**config.mk**
```make
export PLATFORM = sky130hd
export DESIGN_NAME = rst_cause_ctl
export DESIGN_NICKNAME = d
export VERILOG_FILES = /design/src/rtl/rcr_pkg.sv /design/src/rtl/rcr_addr_dec.sv /design/src/rtl/rcr_boot_cnt.sv /design/src/rtl/rcr_cause_reg.sv /design/src/rtl/rst_cause_ctl.sv
export SDC_FILE = /design/constraint.sdc
export NUM_CORES = 1
export LEC_CHECK = 0
export CAP_MARGIN = 20
export CORE_UTILIZATION = 28
export DETAILED_ROUTE_END_ITERATION = 6
export PLACE_DENSITY = 0.85
export SLEW_MARGIN = 30
export SYNTH_ARGS = -nofsm -noshare
export SYNTH_HDL_FRONTEND = slang
export SYNTH_SLANG_ARGS = --single-unit
```
**constraint.sdc**
```tcl
create_clock -name clk -period 2.3 [get_ports clk]
set_input_delay 0.575 -clock clk [delete_from_list [all_inputs] [get_ports clk]]
set_output_delay 0.575 -clock clk [all_outputs]
set_load 0.01 [all_outputs]
```
**src/rtl/rcr_pkg.sv**
```systemverilog
package rcr_pkg;
  localparam int unsigned WORD_W = 32;
  localparam int unsigned BIT_POR      = 31;
  localparam int unsigned BIT_SOFT_POR = 30;
  localparam int unsigned BIT_SOFT_EXT = 29;
  localparam int unsigned BIT_BTN_POR  = 28;
  localparam int unsigned BIT_BTN_EXT  = 27;
  localparam logic [WORD_W-1:0] IMPL_MASK = 32'hF800_0000;
  localparam logic [WORD_W-1:0] W1C_MASK  = 32'h9800_0000;
  localparam logic [WORD_W-1:0] WSET_MASK = 32'h6000_0000;
  localparam logic [WORD_W-1:0] POR_ONLY  = 32'h8000_0000;
endpackage

```
**src/rtl/rcr_addr_dec.sv**
```systemverilog
module rcr_addr_dec #(
  parameter int unsigned ADDR_W = 16,
  parameter logic [ADDR_W-1:0] BASE = 16'hF020
) (
  input  logic [ADDR_W-1:0] addr_i,
  output logic              hit_o
);
  localparam int unsigned SLOT_LSB = 3;
  localparam logic [ADDR_W-1:SLOT_LSB] SLOT = BASE[ADDR_W-1:SLOT_LSB];

  always_comb begin
    hit_o = (addr_i[ADDR_W-1:SLOT_LSB] == SLOT) && addr_i[2];
  end
endmodule

```
**src/rtl/rcr_boot_cnt.sv**
```systemverilog
module rcr_boot_cnt #(
  parameter int unsigned CNT_W = 4
) (
  input  logic clk,
  input  logic rst_n,
  input  logic evt_i,
  input  logic clr_i,
  output logic first_o
);
  localparam logic [CNT_W-1:0] CNT_MAX = {CNT_W{1'b1}};
  logic [CNT_W-1:0] cnt_q;

  always_ff @(posedge clk or negedge rst_n) begin
    if (!rst_n) begin
      cnt_q <= '0;
    end else if (evt_i) begin
      if (cnt_q != CNT_MAX) cnt_q <= cnt_q + 1'b1;
    end else if (clr_i) begin
      cnt_q <= '0;
    end
  end

  assign first_o = (cnt_q == '0);
endmodule

```
**src/rtl/rcr_cause_reg.sv**
```systemverilog
module rcr_cause_reg
  import rcr_pkg::*;
(
  input  logic              clk,
  input  logic              rst_n,
  input  logic              evt_i,
  input  logic              first_i,
  input  logic              wr_i,
  input  logic [WORD_W-1:0] wdata_i,
  output logic [WORD_W-1:0] cause_o,
  output logic              req_o
);
  logic [WORD_W-1:0] wv;
  logic [WORD_W-1:0] cause_q;
  logic              req_q;

  assign wv = wdata_i & IMPL_MASK;

  always_ff @(posedge clk or negedge rst_n) begin
    if (!rst_n) begin
      cause_q <= '0;
      req_q   <= 1'b0;
    end else if (evt_i) begin
      if (first_i) cause_q <= POR_ONLY;
      req_q <= 1'b0;
    end else if (wr_i) begin
      cause_q <= (cause_q & ~(wv & W1C_MASK)) | (wv & WSET_MASK);
      req_q   <= |(wv & WSET_MASK);
    end else begin
      req_q <= 1'b0;
    end
  end

  assign cause_o = cause_q;
  assign req_o   = req_q;
endmodule

```
**src/rtl/rst_cause_ctl.sv**
```systemverilog
module rst_cause_ctl
  import rcr_pkg::*;
#(
  parameter int unsigned ADDR_W = 16,
  parameter logic [ADDR_W-1:0] BASE = 16'hF020,
  parameter int unsigned CNT_W = 4
) (
  input  logic              clk,
  input  logic              rst_n,
  input  logic              sys_rst_evt_i,
  input  logic              acc_en_i,
  input  logic              acc_wr_i,
  input  logic [ADDR_W-1:0] acc_addr_i,
  input  logic [31:0]       acc_wdata_i,
  output logic [31:0]       acc_rdata_o,
  output logic              rst_req_o
);
  logic              hit;
  logic              wr_hit;
  logic              boot_first;
  logic [WORD_W-1:0] cause_q;

  rcr_addr_dec #(.ADDR_W(ADDR_W), .BASE(BASE)) u_dec (
    .addr_i (acc_addr_i),
    .hit_o  (hit)
  );

  assign wr_hit = acc_en_i & acc_wr_i & hit;

  rcr_boot_cnt #(.CNT_W(CNT_W)) u_cnt (
    .clk     (clk),
    .rst_n   (rst_n),
    .evt_i   (sys_rst_evt_i),
    .clr_i   (wr_hit & acc_wdata_i[BIT_SOFT_POR]),
    .first_o (boot_first)
  );

  rcr_cause_reg u_reg (
    .clk     (clk),
    .rst_n   (rst_n),
    .evt_i   (sys_rst_evt_i),
    .first_i (boot_first),
    .wr_i    (wr_hit),
    .wdata_i (acc_wdata_i),
    .cause_o (cause_q),
    .req_o   (rst_req_o)
  );

  assign acc_rdata_o = (acc_en_i && !acc_wr_i && hit) ? cause_q : '0;
endmodule

```
==> results of run 1 <==
## placed cells by master, fill, tap and decap left out, types with 2 or more instances in the layout
cell type         n
conb_1           27
dfrtp_1          10
nand2_1           9
buf_6             9
clkdlybuf4s50_1   9
dlygate4sd2_1     8
buf_2             6
and2_1            5
nand3_1           4
o21ai_1           4
clkbuf_4          3
buf_4             3
inv_1             2
nand4b_1          2
o21a_1            2
nor2b_1           2
a31oi_1           2
ha_1              2
clkdlybuf4s15_1   2
## what timing repair did
action | 4_1_cts | 5_1_grt
setup buffers | 9 | 1
endpoints found under the hold margin | 0 | 0
pin swaps | 14 | 1
gates resized for setup | 61 | 3
cloned | 0 | 0
setup endpoints to repair | 5 | 15
## worst reg2reg max path, stage by stage (launching register included)
cell and delay [ps]:
dfrtp_1 420, inv_1 100, ha_1 160, nand4bb_1 240, and2_1 250, a22o_1 190
## final cells by class
cell class                 count  area, sq um
clock buffer                   4         36.3
multi-input combinational     73          429
timing repair buffer          38          339
inverter                       2         7.51
tap                           30         37.5
sequential                    10          250
fill                         262         1470
## metal layers
layer  track usage, %  up-vias  part of all wire [%]
li1                 -      319                     -
met1             11.0      306                    32
met2             23.1       43                    57
met3             1.64        2                   8.7
met4             10.0        0                   2.1
met5                0        -                     0
## report_power, final
group,internal (uW),switching (uW)
clock,96.0,57.9
sequential,206,36.2
combinational,87.6,88.5
## metrics by stage
| stage | std cells | total power [uW] | cell area [sq um] | hold slack [ps] |
|---|---|---|---|---|
| 5_1_grt | 157 | 611 | 1100 | 536 |
| 4_1_cts | 159 | 576 | 1120 | 510 |
| 3_3_place_gp | 146 | 404 | 1020 | 480 |
| 2_1_floorplan | 113 | 383 | 885 | 279 |
| 6_report | 157 | 573 | 1100 | 502 |
| 3_5_place_dp | 146 | 423 | 1020 | 487 |
## cells by family after synthesis
kind of cell	after synthesis	share of synthesized area (%)
simple gates	31	26.7
other cells	1	0.476
xor+xnor	2	2.23
compound gates	11	8.42
buf+inv	30	27.2
fa+ha+maj	2	3.18
flops	10	31.8
## final timing paths
| check | start | endpoint | slack, ps | depth (start not counted) |
|---|---|---|---|---|
| max in group asynchronous | rst_n | u_reg.cause_o[27] | 1360 | 1 |
| setup / recovery | acc_addr_i[7] | acc_rdata_o[30] | -90 | 6 |
| setup reg to reg | u_cnt.cnt_q[0] | u_reg.cause_o[29] | 830 | 5 |
| min in group asynchronous | rst_n | u_cnt.cnt_q[2] | 630 | 1 |
| hold reg to reg | u_reg.cause_o[27] | u_reg.cause_o[27] | 500 | 2 |
| hold / removal | u_reg.cause_o[27] | u_reg.cause_o[27] | 500 | 2 |
## registers in the layout (all words and copies together) (netlist names)
signal,cells
u_cnt.cnt_q,4
u_reg.cause_o,5
u_reg.req_o,1
==> impl_metrics.toml, run 1 <==
[routing]
dr.pass1.iters = 4
num_vias = 670
ant_nets = 0
drt-wirelength-per-cell_microns = 10.2
avgViaCountPerCell = 4.27
drcViolationCount = 0
dr.first_iter.drc_count = 15
routed_wl_mm = 1.60

[critical_path]
critical-path-top-delay-family = "simple AND/OR/NAND/NOR gates"
start_kind = "primary input"
worstPathCellList = "buf_6 -> or4_4 -> nor4_4 -> and2b_2 -> and2_1 -> buf_2"
max_stage_delay_ps = 530
worstPathRequired_ps = 1730
arrival_ps = 1810
crit_path_max_fanout = 5
slowest_stage = "or4_4"
path_buf_inv = 2
crit_path_end_kind = "output pin"
critPathKind = "primary input to output pin"

[synthesis]
synth.distinct_cells = 27
yosysMostFrequentCell = "buf_4"
ys.flop_type = "dfrtp_1"
netlist_area_sq_um = 787
synth.top_cell.area_share_pct = 31.8
ys_top_cells_by_area = "dfrtp_1, buf_4, and2_1, nand2_1, ha_1"
ys_async_sr_fraction_pct = 100
synthTopCellsByCount = "buf_4, dfrtp_1, nand2_1"
ys_ff_latch = 10
synth-edff-count = 0
ys_seq_area_share_pct = 31.8
synth_cells = 87
syn_avg_cell_area_sq_um = 9.05
yosysWarnings = 0
yosysTopAreaCell = "dfrtp_1"

[global_route]
grt_pass1_vias = 603
grt_max_degree = 11
track_usage_pct = 12.0
grt.overflow.total = 0
antenna_found_initial = 0
grt_pass1_wl_mm = 2.43

[clocking]
clk_latency_ps = 260
cts_buffers = 3
clockBufferDepth = 2
clock-sinks = 10
htree_levels = 1
cts_tree = "built"
root_buffer = "clkbuf_4"
clk_transition_reported_paths_ps = 60
postCtsHoldBufs = 0

[power]
peakVddDrop_mv = 0.229
leakagePower_uw = 0.000567
cellPowerDensity_nw_per_um2 = 521

[cells_and_area]
fin_nets = 183
drive_gt1_share_pct = 24.4
post-route-util_pct = 42.8
area.growth.synth_to_final_pct = 39.7
n_antenna_cell = 0

[die]
die_x_microns = 55.0
core_area_sq_um = 2570
die_area_sq_um = 3030
rows = 18
ios = 86
die_h_microns = 55.0
start_util_pct = 30.7

[sta]
drv_slew = 0
skew_ps = 1.68
hold_viol_final = 0
fin_ws_ps = -89.2
fin_tns_setup_ps = -410
max_freq_ghz = 0.419
rsz0062_at_grt = "true"
post-route-min-period_ps = 2390
setup_viol = 5
fin_crit_sh_pct = 104

[outcome]
outcome = "complete, but fails checks"
violations = "negative setup slack"

[run]
maxCapViolations = 0

[placement]
dp_slack_ps = -950
io_buffers = 29
dp_hpwl_mm = 1.28
place.gp.congestion = 0.772

[hold_path]
hp-class = "register to register"
Power figures use the tool's default switching activity.
==> run 2, diff against run 1 <==
CORE_UTILIZATION = 25   (was 28)
PLACE_DENSITY = 0.8   (was 0.85)
clock period = 2.11 ns   (was 2.3 ns; I/O delays follow)
==> run 2 against run 1 <==
Against the previous run: the flow still finishes with violations (negative setup slack); global-route usage fell by 2.5 points; non-clock buffer count shrank 2; clock skew down 0.93 ps; die area is 12% higher; final cell count grew 6.4%; worst setup slack got worse by 220 ps; combinational power up 5%; clock-buffer cell count stayed put; register-to-register slack got worse by 180 ps.
==> impl_metrics.toml, run 2 (synthesis results as in run 1) <==
[outcome]
outcome = "complete, but fails checks"
violations = "negative setup slack"

[critical_path]
crit_path_end_kind = "output pin"
path_buf_inv = 4
worstPathCellList = "buf_6 -> or4_4 -> nor4_4 -> and2b_2 -> buf_6 -> buf_6 -> and2_4 -> buf_6"
path_depth = 8
worstPathRequired_ps = 1580
critical-path-top-delay-family = "simple AND/OR/NAND/NOR gates"
rr_startpoint = "u_cnt.cnt_q[0]"
r2r.worst_path.cells = 5
crit_path_max_fanout = 3
critPathKind = "primary input to output pin"
reg2reg_to = "u_reg.cause_o[29]"
max_stage_delay_ps = 530
slowest_stage = "or4_4"
arrival_ps = 1890
crit_top_cell = "buf_6"
start_kind = "primary input"
r2r_slack_ps = 650

[cells_and_area]
n_antenna_cell = 0
largest_reg_flops = 5
final_common_cell = "conb_1"
drive_gt1_share_pct = 25.6
layout_common_cells = "conb_1, dfrtp_1, nand2_1, buf_6, clkdlybuf4s50_1"
area.growth.synth_to_final_pct = 41.8
fin_nets = 181
fillers = 304

[global_route]
grt_pass1_wl_mm = 2.32
track_usage_pct = 9.49
grt_max_degree = 11
antenna_found_initial = 0
grt_pass1_vias = 586
grt.overflow.total = 0

[routing]
dr.first_iter.drc_count = 5
drcViolationCount = 0
num_vias = 637
ant_nets = 0
routed_wl_mm = 1.49
drt-wirelength-per-cell_microns = 8.91
avgViaCountPerCell = 3.81
dr.pass1.iters = 4

[die]
rows = 19
die_area_sq_um = 3380
start_util_pct = 27.4
die_h_microns = 58.1
core_area_sq_um = 2880
die_x_microns = 58.1
ios = 86

[clocking]
clock-sinks = 10
clockBufferDepth = 2
clk_transition_reported_paths_ps = 70
htree_levels = 1
root_buffer = "clkbuf_4"
cts_buffers = 3
clk_latency_ps = 270
cts_tree = "built"

[placement]
io_buffers = 29
dp_hpwl_mm = 1.24
dp_slack_ps = -992
place.gp.congestion = 0.751

[hold_path]
hp-class = "register to register"
hold_depth = 1
min_from = "u_reg.cause_o[30]"
min_to = "u_reg.cause_o[30]"

[power]
pwr-share-comb_pct = 29.6
p_int_uw = 422
p_seq_share_pct = 42.5
power_switching_uw = 200
clock_power_share_pct = 27.9
cellPowerDensity_nw_per_um2 = 557
switching_share_pct = 32.2
leakagePower_uw = 0.000558
peakVddDrop_mv = 0.161

[sta]
setup_viol = 5
fin_tns_setup_ps = -1270
skew_ps = 0.750
fin_ws_ps = -306
post-route-min-period_ps = 2420
fin_crit_sh_pct = 114
rsz0062_at_grt = "true"
hold_viol_final = 0
drv_slew = 0
max_freq_ghz = 0.414

[run]
maxCapViolations = 0
==> run 2: cell type report <==
class,count,area [sq um],area share [%]
clock buffers,4,36.3,3.25
inverters,2,7.51,0.673
multi-input cells,73,435,39.0
flip-flops and latches,10,250,22.4
well taps,42,52.6,4.71
repair buffers,36,334,29.9
==> run 2: power groups by stage <==
stage | clock network (uW) | logic, uW | registers, uW
6_report | 173 | 184 | 264
5_1_grt | 195 | 208 | 270
4_1_cts | 180 | 185 | 263
3_5_place_dp | 0 | 193 | 267
3_3_place_gp | 0 | 180 | 262
2_1_floorplan | 0 | 161 | 257
==> run 2: how the worst max path moves through the flow <==
stage	start	to	slack, ps
floorplan	acc_addr_i[4]	acc_rdata_o[27]	9
global placement	acc_addr_i[4]	acc_rdata_o[27]	-980
detailed placement	acc_addr_i[4]	acc_rdata_o[27]	-990
CTS	acc_addr_i[7]	acc_rdata_o[27]	-390
global route	acc_addr_i[8]	acc_rdata_o[27]	-360
finish	acc_addr_i[8]	acc_rdata_o[27]	-310
==> run 2: per-stage QoR <==
step	total power, uW	instances	util, %	hold WS [ps]	area (sq um)
after floorplan	418	113	-	232	900
after global placement	442	158	36.5	481	1050
after detailed placement	460	158	36.5	487	1050
after CTS	628	166	38.5	504	1110
after global routing	674	167	38.8	509	1120
final	622	167	38.8	501	1120
==> run 2: routing by layer <==
metal / global-route usage, % / up-vias / wire length [microns]
li1: - / 313 / -
met1: 10.2 / 278 / 559
met2: 16.3 / 41 / 752
met3: 1.34 / 5 / 126
met4: 8.16 / 0 / 49
met5: 0 / - / 0
==> run 2: timing repair <==
item,4_1_cts,5_1_grt
pin swaps,8,3
gates resized for setup,50,6
endpoints found under the setup margin,5,5
setup buffers,4,1
hold buffers,0,0
